$ cat src/rtl/sdram_ref_pkg.sv
package sdram_ref_pkg;
  // {cs_n, ras_n, cas_n, we_n}
  typedef enum logic [3:0] {
    CMD_NOP = 4'b0111,
    CMD_PRE = 4'b0010,
    CMD_ARF = 4'b0001
  } cmd_e;

  typedef enum logic [2:0] {
    S_IDLE, S_PRE, S_TRP, S_ARF, S_TRC, S_DONE
  } ref_state_e;
endpackage

$ cat src/rtl/ref_interval_timer.sv
module ref_interval_timer #(
  parameter int unsigned INTERVAL = 1500
) (
  input  logic clk_i,
  input  logic rst_ni,
  input  logic init_done_i,
  input  logic start_i,
  output logic en_o,
  output logic pend_o
);
  localparam int unsigned CW = $clog2(INTERVAL);

  logic          en_q, pend_q, tick;
  logic [CW-1:0] cnt_q;

  assign tick = en_q && (cnt_q == CW'(INTERVAL - 1));

  always_ff @(posedge clk_i or negedge rst_ni) begin
    if (!rst_ni) begin
      en_q   <= 1'b0;
      cnt_q  <= '0;
      pend_q <= 1'b0;
    end else begin
      en_q <= en_q | init_done_i;
      if (tick)       cnt_q <= '0;   // restart on raise, not on completion
      else if (en_q)  cnt_q <= cnt_q + 1'b1;
      if (tick)         pend_q <= 1'b1;
      else if (start_i) pend_q <= 1'b0;
    end
  end

  assign en_o   = en_q;
  assign pend_o = pend_q;

  a_r1_quiet_before_init: assert property (@(posedge clk_i) disable iff (!rst_ni)
    !en_q |-> !pend_q);
  a_r3_hold_until_start: assert property (@(posedge clk_i) disable iff (!rst_ni)
    (pend_q && !start_i) |=> pend_q);
endmodule

$ cat src/rtl/ref_seq_fsm.sv
module ref_seq_fsm
  import sdram_ref_pkg::*;
#(
  parameter int unsigned T_RP = 3,
  parameter int unsigned T_RC = 7
) (
  input  logic clk_i,
  input  logic rst_ni,
  input  logic pend_i,
  input  logic gnt_i,
  output logic start_o,
  output logic own_o,
  output logic done_o,
  output cmd_e cmd_o
);
  localparam int unsigned TMAX = (T_RP > T_RC) ? T_RP : T_RC;
  localparam int unsigned WW   = $clog2(TMAX);
  localparam int unsigned GW   = $clog2(T_RP + T_RC + 2) + 1;

  ref_state_e    st_q, st_d;
  logic [WW-1:0] wcnt_q;

  always_comb begin
    st_d    = st_q;
    start_o = 1'b0;
    unique case (st_q)
      S_IDLE: if (pend_i && gnt_i) begin st_d = S_PRE; start_o = 1'b1; end
      S_PRE:  st_d = S_TRP;
      S_TRP:  if (wcnt_q == WW'(T_RP - 2)) st_d = S_ARF;
      S_ARF:  st_d = S_TRC;
      S_TRC:  if (wcnt_q == WW'(T_RC - 2)) st_d = S_DONE;
      S_DONE: st_d = S_IDLE;
      default: st_d = S_IDLE;
    endcase
  end

  always_ff @(posedge clk_i or negedge rst_ni) begin
    if (!rst_ni) begin
      st_q   <= S_IDLE;
      wcnt_q <= '0;
    end else begin
      st_q   <= st_d;
      wcnt_q <= (st_d != st_q) ? '0 : wcnt_q + 1'b1;
    end
  end

  assign own_o  = (st_q == S_PRE) || (st_q == S_TRP) || (st_q == S_ARF) || (st_q == S_TRC);
  assign done_o = (st_q == S_DONE);
  assign cmd_o  = (st_q == S_PRE) ? CMD_PRE : (st_q == S_ARF) ? CMD_ARF : CMD_NOP;

  // checker counters: gaps measured independently of the wait counter
  logic [GW-1:0] since_pre_q, since_arf_q;
  logic [1:0]    arf_n_q;
  always_ff @(posedge clk_i or negedge rst_ni) begin
    if (!rst_ni) begin
      since_pre_q <= '0;
      since_arf_q <= '0;
      arf_n_q     <= '0;
    end else begin
      if (cmd_o == CMD_PRE)   since_pre_q <= GW'(1);
      else if (~&since_pre_q) since_pre_q <= since_pre_q + 1'b1;
      if (cmd_o == CMD_ARF)   since_arf_q <= GW'(1);
      else if (~&since_arf_q) since_arf_q <= since_arf_q + 1'b1;
      if (cmd_o == CMD_PRE)      arf_n_q <= '0;
      else if (cmd_o == CMD_ARF) arf_n_q <= arf_n_q + 1'b1;
    end
  end

  a_r5_trp_gap: assert property (@(posedge clk_i) disable iff (!rst_ni)
    (cmd_o == CMD_ARF) |-> (since_pre_q == GW'(T_RP)));
  a_r5_single_arf: assert property (@(posedge clk_i) disable iff (!rst_ni)
    done_o |-> (arf_n_q == 2'd1));
  a_r6_trc_gap: assert property (@(posedge clk_i) disable iff (!rst_ni)
    done_o |-> (since_arf_q == GW'(T_RC)));
endmodule

$ cat src/rtl/sdram_refresh_sched.sv
module sdram_refresh_sched
  import sdram_ref_pkg::*;
#(
  parameter int unsigned REF_INTERVAL = 1500,
  parameter int unsigned T_RP         = 3,
  parameter int unsigned T_RC         = 7,
  parameter int unsigned ADDR_W       = 12,
  parameter int unsigned BA_W         = 2,
  parameter int unsigned AP_BIT       = 10
) (
  input  logic              clk_i,
  input  logic              rst_ni,
  input  logic              init_done_i,
  input  logic              ref_gnt_i,
  output logic              ref_req_o,
  output logic              bus_own_o,
  output logic              ref_done_o,
  output logic              cs_n_o,
  output logic              ras_n_o,
  output logic              cas_n_o,
  output logic              we_n_o,
  output logic [ADDR_W-1:0] addr_o,
  output logic [BA_W-1:0]   ba_o
);
  logic en, pend, start;
  cmd_e cmd;

  ref_interval_timer #(.INTERVAL(REF_INTERVAL)) u_timer (
    .clk_i       (clk_i),
    .rst_ni      (rst_ni),
    .init_done_i (init_done_i),
    .start_i     (start),
    .en_o        (en),
    .pend_o      (pend)
  );

  ref_seq_fsm #(.T_RP(T_RP), .T_RC(T_RC)) u_fsm (
    .clk_i   (clk_i),
    .rst_ni  (rst_ni),
    .pend_i  (pend),
    .gnt_i   (ref_gnt_i),
    .start_o (start),
    .own_o   (bus_own_o),
    .done_o  (ref_done_o),
    .cmd_o   (cmd)
  );

  assign ref_req_o = pend;
  assign {cs_n_o, ras_n_o, cas_n_o, we_n_o} = cmd;

  always_comb begin
    addr_o = '0;
    addr_o[AP_BIT] = (cmd == CMD_PRE);  // all-bank precharge
  end
  assign ba_o = '0;

  a_r3_take_on_grant: assert property (@(posedge clk_i) disable iff (!rst_ni)
    $rose(bus_own_o) |-> ($past(ref_gnt_i) && $past(ref_req_o)));
  a_r7_nop_when_free: assert property (@(posedge clk_i) disable iff (!rst_ni)
    !bus_own_o |-> ({cs_n_o, ras_n_o, cas_n_o, we_n_o} == 4'b0111));
  a_r6_done_single: assert property (@(posedge clk_i) disable iff (!rst_ni)
    ref_done_o |=> !ref_done_o);
  a_r1_req_needs_enable: assert property (@(posedge clk_i) disable iff (!rst_ni)
    ref_req_o |-> en);
endmodule

$ cat config.mk
export PLATFORM = sky130hd
export DESIGN_NAME = sdram_refresh_sched
export DESIGN_NICKNAME = d
export VERILOG_FILES = /design/src/rtl/sdram_ref_pkg.sv /design/src/rtl/ref_interval_timer.sv /design/src/rtl/ref_seq_fsm.sv /design/src/rtl/sdram_refresh_sched.sv
export SDC_FILE = /design/constraint.sdc
export NUM_CORES = 1
export LEC_CHECK = 0
export ABC_AREA = 1
export BUFFER_PORTS_ARGS = -buffer_cell sky130_fd_sc_hd__buf_2
export CAP_MARGIN = 25
export CORE_AREA = 2 2 71 73
export DETAILED_ROUTE_END_ITERATION = 12
export DIE_AREA = 0 0 73 75
export PLACE_DENSITY = 0.5
export SLEW_MARGIN = 20
export SYNTH_ARGS = -nofsm -noshare
export SYNTH_HDL_FRONTEND = slang
export SYNTH_HIERARCHICAL = 1
export SYNTH_SLANG_ARGS = --single-unit
$ cat constraint.sdc
create_clock -name clk_i -period 3.9 [get_ports clk_i]
set_clock_uncertainty 0.15 [all_clocks]
set_input_delay 0.585 -clock clk_i [delete_from_list [all_inputs] [get_ports clk_i]]
set_output_delay 0.585 -clock clk_i [all_outputs]
set_load 0.1 [all_outputs]
==> impl_metrics.env <==
export IMPL_grt_max_degree=20
export IMPL_pre_cts_ws_ns=1.89
export IMPL_drt_iter0_drc=20
export IMPL_combPwrFrac_pct=55.9
export IMPL_synthArstFlopShare_pct=100
export IMPL_final_hold_viol_count=0
export IMPL_placementRows=25
export IMPL_clk_latency_ns=0.25
export IMPL_placedInstanceArea_mm2=0.00124
export IMPL_die_w_um=73
export IMPL_peakVddDrop_mv=0.317
export IMPL_status="completed"
export IMPL_nFillCells=495
export IMPL_grt_pass1_wl_mm=3.53
export IMPL_cts_sinks=19
export IMPL_p_sw_share_pct=55.7
export IMPL_path_clk_slew_ns=0.07
export IMPL_first_global_vias=809
export IMPL_ys_top_cells_by_area="dfrtp_1 (40%), nand2_1 (12%), buf_4 (8.8%)"
export IMPL_maxCapViolCount=0
export IMPL_track_usage_pct=8.25
export IMPL_vias=859
export IMPL_setup_slack_ns=1.62
export IMPL_numCtsBuffers=3
export IMPL_io_pins=25
export IMPL_finalSetupViolCount=0
export IMPL_pwr_share_clk_pct=12.5
export IMPL_clockBufferDepth=2
export IMPL_start_util_pct=25.5
export IMPL_cts_setup_buffers=0
export IMPL_synth_ff_type="dfrtp_1"
export IMPL_drive_gt1_share_pct=18.6
export IMPL_crit_fanout=5
export IMPL_ys_types=25
export IMPL_p_leak_nw=0.736
export IMPL_cts_root_buf="clkbuf_8"
export IMPL_rsz0062_at_grt="false"
export IMPL_drcViolationCount=0
export IMPL_synth_top_area_share_pct=40.0
export IMPL_fin_crit_ns=2.28
export IMPL_area_growth_pct=7.68
export IMPL_core_mm2=0.00466
export IMPL_p_per_area_mw_per_mm2=856
export IMPL_synth_warnings=6
export IMPL_fmax_ghz=0.438
export IMPL_vias_per_cell=3.89
export IMPL_r2r_end="u_timer/cnt_q[5]"
export IMPL_cts_resized=0
export IMPL_reg2reg_from="u_timer/cnt_q[0]"
export IMPL_dp_cells=217
export IMPL_gp_congestion=0.784
export IMPL_seqPwrFrac_pct=31.6
export IMPL_setup_worst_path_end_class="primary output"
export IMPL_crit_required_ns=3.16
export IMPL_r2r_cells=6
export IMPL_layoutNonFillerInstCount=221
export IMPL_ys_seq_area_share_pct=40.0
export IMPL_avgRoutedWirePerCell_um=8.83
export IMPL_syn_avg_cell_area_um2=7.63
export IMPL_synth_top_area_cell="dfrtp_1"
export IMPL_r2r_slack_ns=2.42
export IMPL_period_share_pct=58.6
export IMPL_dr_pass1_iters=4
export IMPL_cts_tree="built"
export IMPL_syn_inst=156
export IMPL_yosysMostFrequentCell="nand2_1"
export IMPL_p_switching_w=0.000611
export IMPL_synth_seq_cells=19
export IMPL_utilization_pct=27.5
export IMPL_synth_edf_count=0
export IMPL_internal_power_w=0.000486
export IMPL_detail_route_antenna_nets=0
export IMPL_die_area_mm2=0.00548
export IMPL_drv_slew=0
export IMPL_antenna_cells=0
export IMPL_startpoint_type="flip-flop"
export IMPL_die_h_um=75
export IMPL_hold_path_class="in2async"
export IMPL_path_class="reg2out"
export IMPL_setup_tns_ns=0
export IMPL_port_buffers=10
export IMPL_num_nets_final=175
export IMPL_worstPathArrival_ns=1.55
export IMPL_grt_overflow=0
export IMPL_cts_max_level=1
export IMPL_final_cell_area_mm2=0.00128
export IMPL_drt_total_wl_mm=1.95
export IMPL_synthTopCellsByCount="nand2_1 (39), nor2_1 (22), inv_1 (21)"
export IMPL_cts_hold_buf=0
export IMPL_antenna_found_initial=0
export IMPL_detailed_place_hpwl_mm=1.51
export IMPL_netlist_area_mm2=0.00119
[registers in the layout (all words and copies together) (netlist names)]
| signal | flops |
|---|---|
| u_timer/en_o | 1 |
| u_timer/cnt_q | 11 |
| u_timer/pend_o | 1 |
| u_fsm/st_q | 3 |
| u_fsm/wcnt_q | 3 |
[worst max-delay path by stage]
stage / slack, ns / end / depth (start not counted) / startpoint
2_1_floorplan: 0.30 / addr_o[10] / 5 / u_fsm/st_q[2]
3_3_place_gp: 1.90 / addr_o[10] / 6 / u_fsm/st_q[2]
3_5_place_dp: 1.89 / addr_o[10] / 6 / u_fsm/st_q[2]
4_1_cts: 1.60 / addr_o[10] / 6 / u_fsm/st_q[2]
5_1_grt: 1.51 / addr_o[10] / 6 / u_fsm/st_q[2]
6_report: 1.62 / addr_o[10] / 6 / u_fsm/st_q[2]
[area by class of cell]
type / count / area (um^2) / share of cell area (%)
Timing Repair Buffer: 10 / 50.0 / 3.91
Multi-Input combinational cell: 110 / 553 / 43.2
Tap cell: 54 / 67.6 / 5.27
Sequential cell: 19 / 475 / 37.1
Clock buffer: 4 / 45.0 / 3.52
Inverter: 24 / 90.1 / 7.03
[cell usage in the layout, fill, tap and decap left out, types with 2 or more instances in the layout]
cell type and n:
nand3_2 3, buf_2 10, dfrtp_1 19, conb_1 14, nor2_1 22, o21ai_0 2
nand4_1 2, nand3_1 6, inv_2 3, nand2_2 2, clkbuf_8 3, ha_1 3
a21oi_1 3, nor2_4 2, nand2_1 39, nor2_2 4, inv_1 21
[power groups by stage]
stage	registers [W]	logic, W	clock network [W]
detailed placement	0.000351	0.000619	0
floorplan	0.000370	0.000520	0
global route	0.000361	0.000676	0.000151
global placement	0.000350	0.000622	0
finish	0.000347	0.000613	0.000137
CTS	0.000347	0.000621	0.000144
[cells by family (layout without fill, tap and decap cells)]
| family | Yosys count | in the layout | share of synthesized area, % |
|---|---|---|---|
| DFF | 19 | 19 | 40.0 |
| adders and majority gates | 3 | 3 | 3.15 |
| buffers and inverters | 39 | 38 | 17.4 |
| AOI/OAI and AO/OA | 6 | 6 | 2.52 |
| other | 2 | 14 | 0.631 |
| xor gates and xnor gates | 1 | 1 | 0.736 |
| and+or+nand+nor | 86 | 86 | 35.6 |
[per-stage QoR]
step	power, W	hold slack, ns
global route	0.00119	0.156
detailed placement	0.000970	0.307
global placement	0.000972	0.312
CTS	0.00111	0.135
finish	0.00110	0.114
floorplan	0.000890	0.139
[critical path, cell delays in order, from the launching register on]
cell,delay (ns)
dfrtp_1,0.44
inv_2,0.11
nand3_1,0.12
inv_1,0.08
nand2_1,0.04
nor2_1,0.09
buf_2,0.42
[per-layer routing]
metal / GRT usage [%] / vias up / part of all wire, %
met1: 10.6 / 376 / 49
met5: 0 / - / 0
met4: 4.94 / 0 / 1.2
met2: 13.2 / 12 / 48
met3: 1.20 / 2 / 2.3
li1: - / 469 / -
Note: power is estimated with default switching activity, not from simulation.
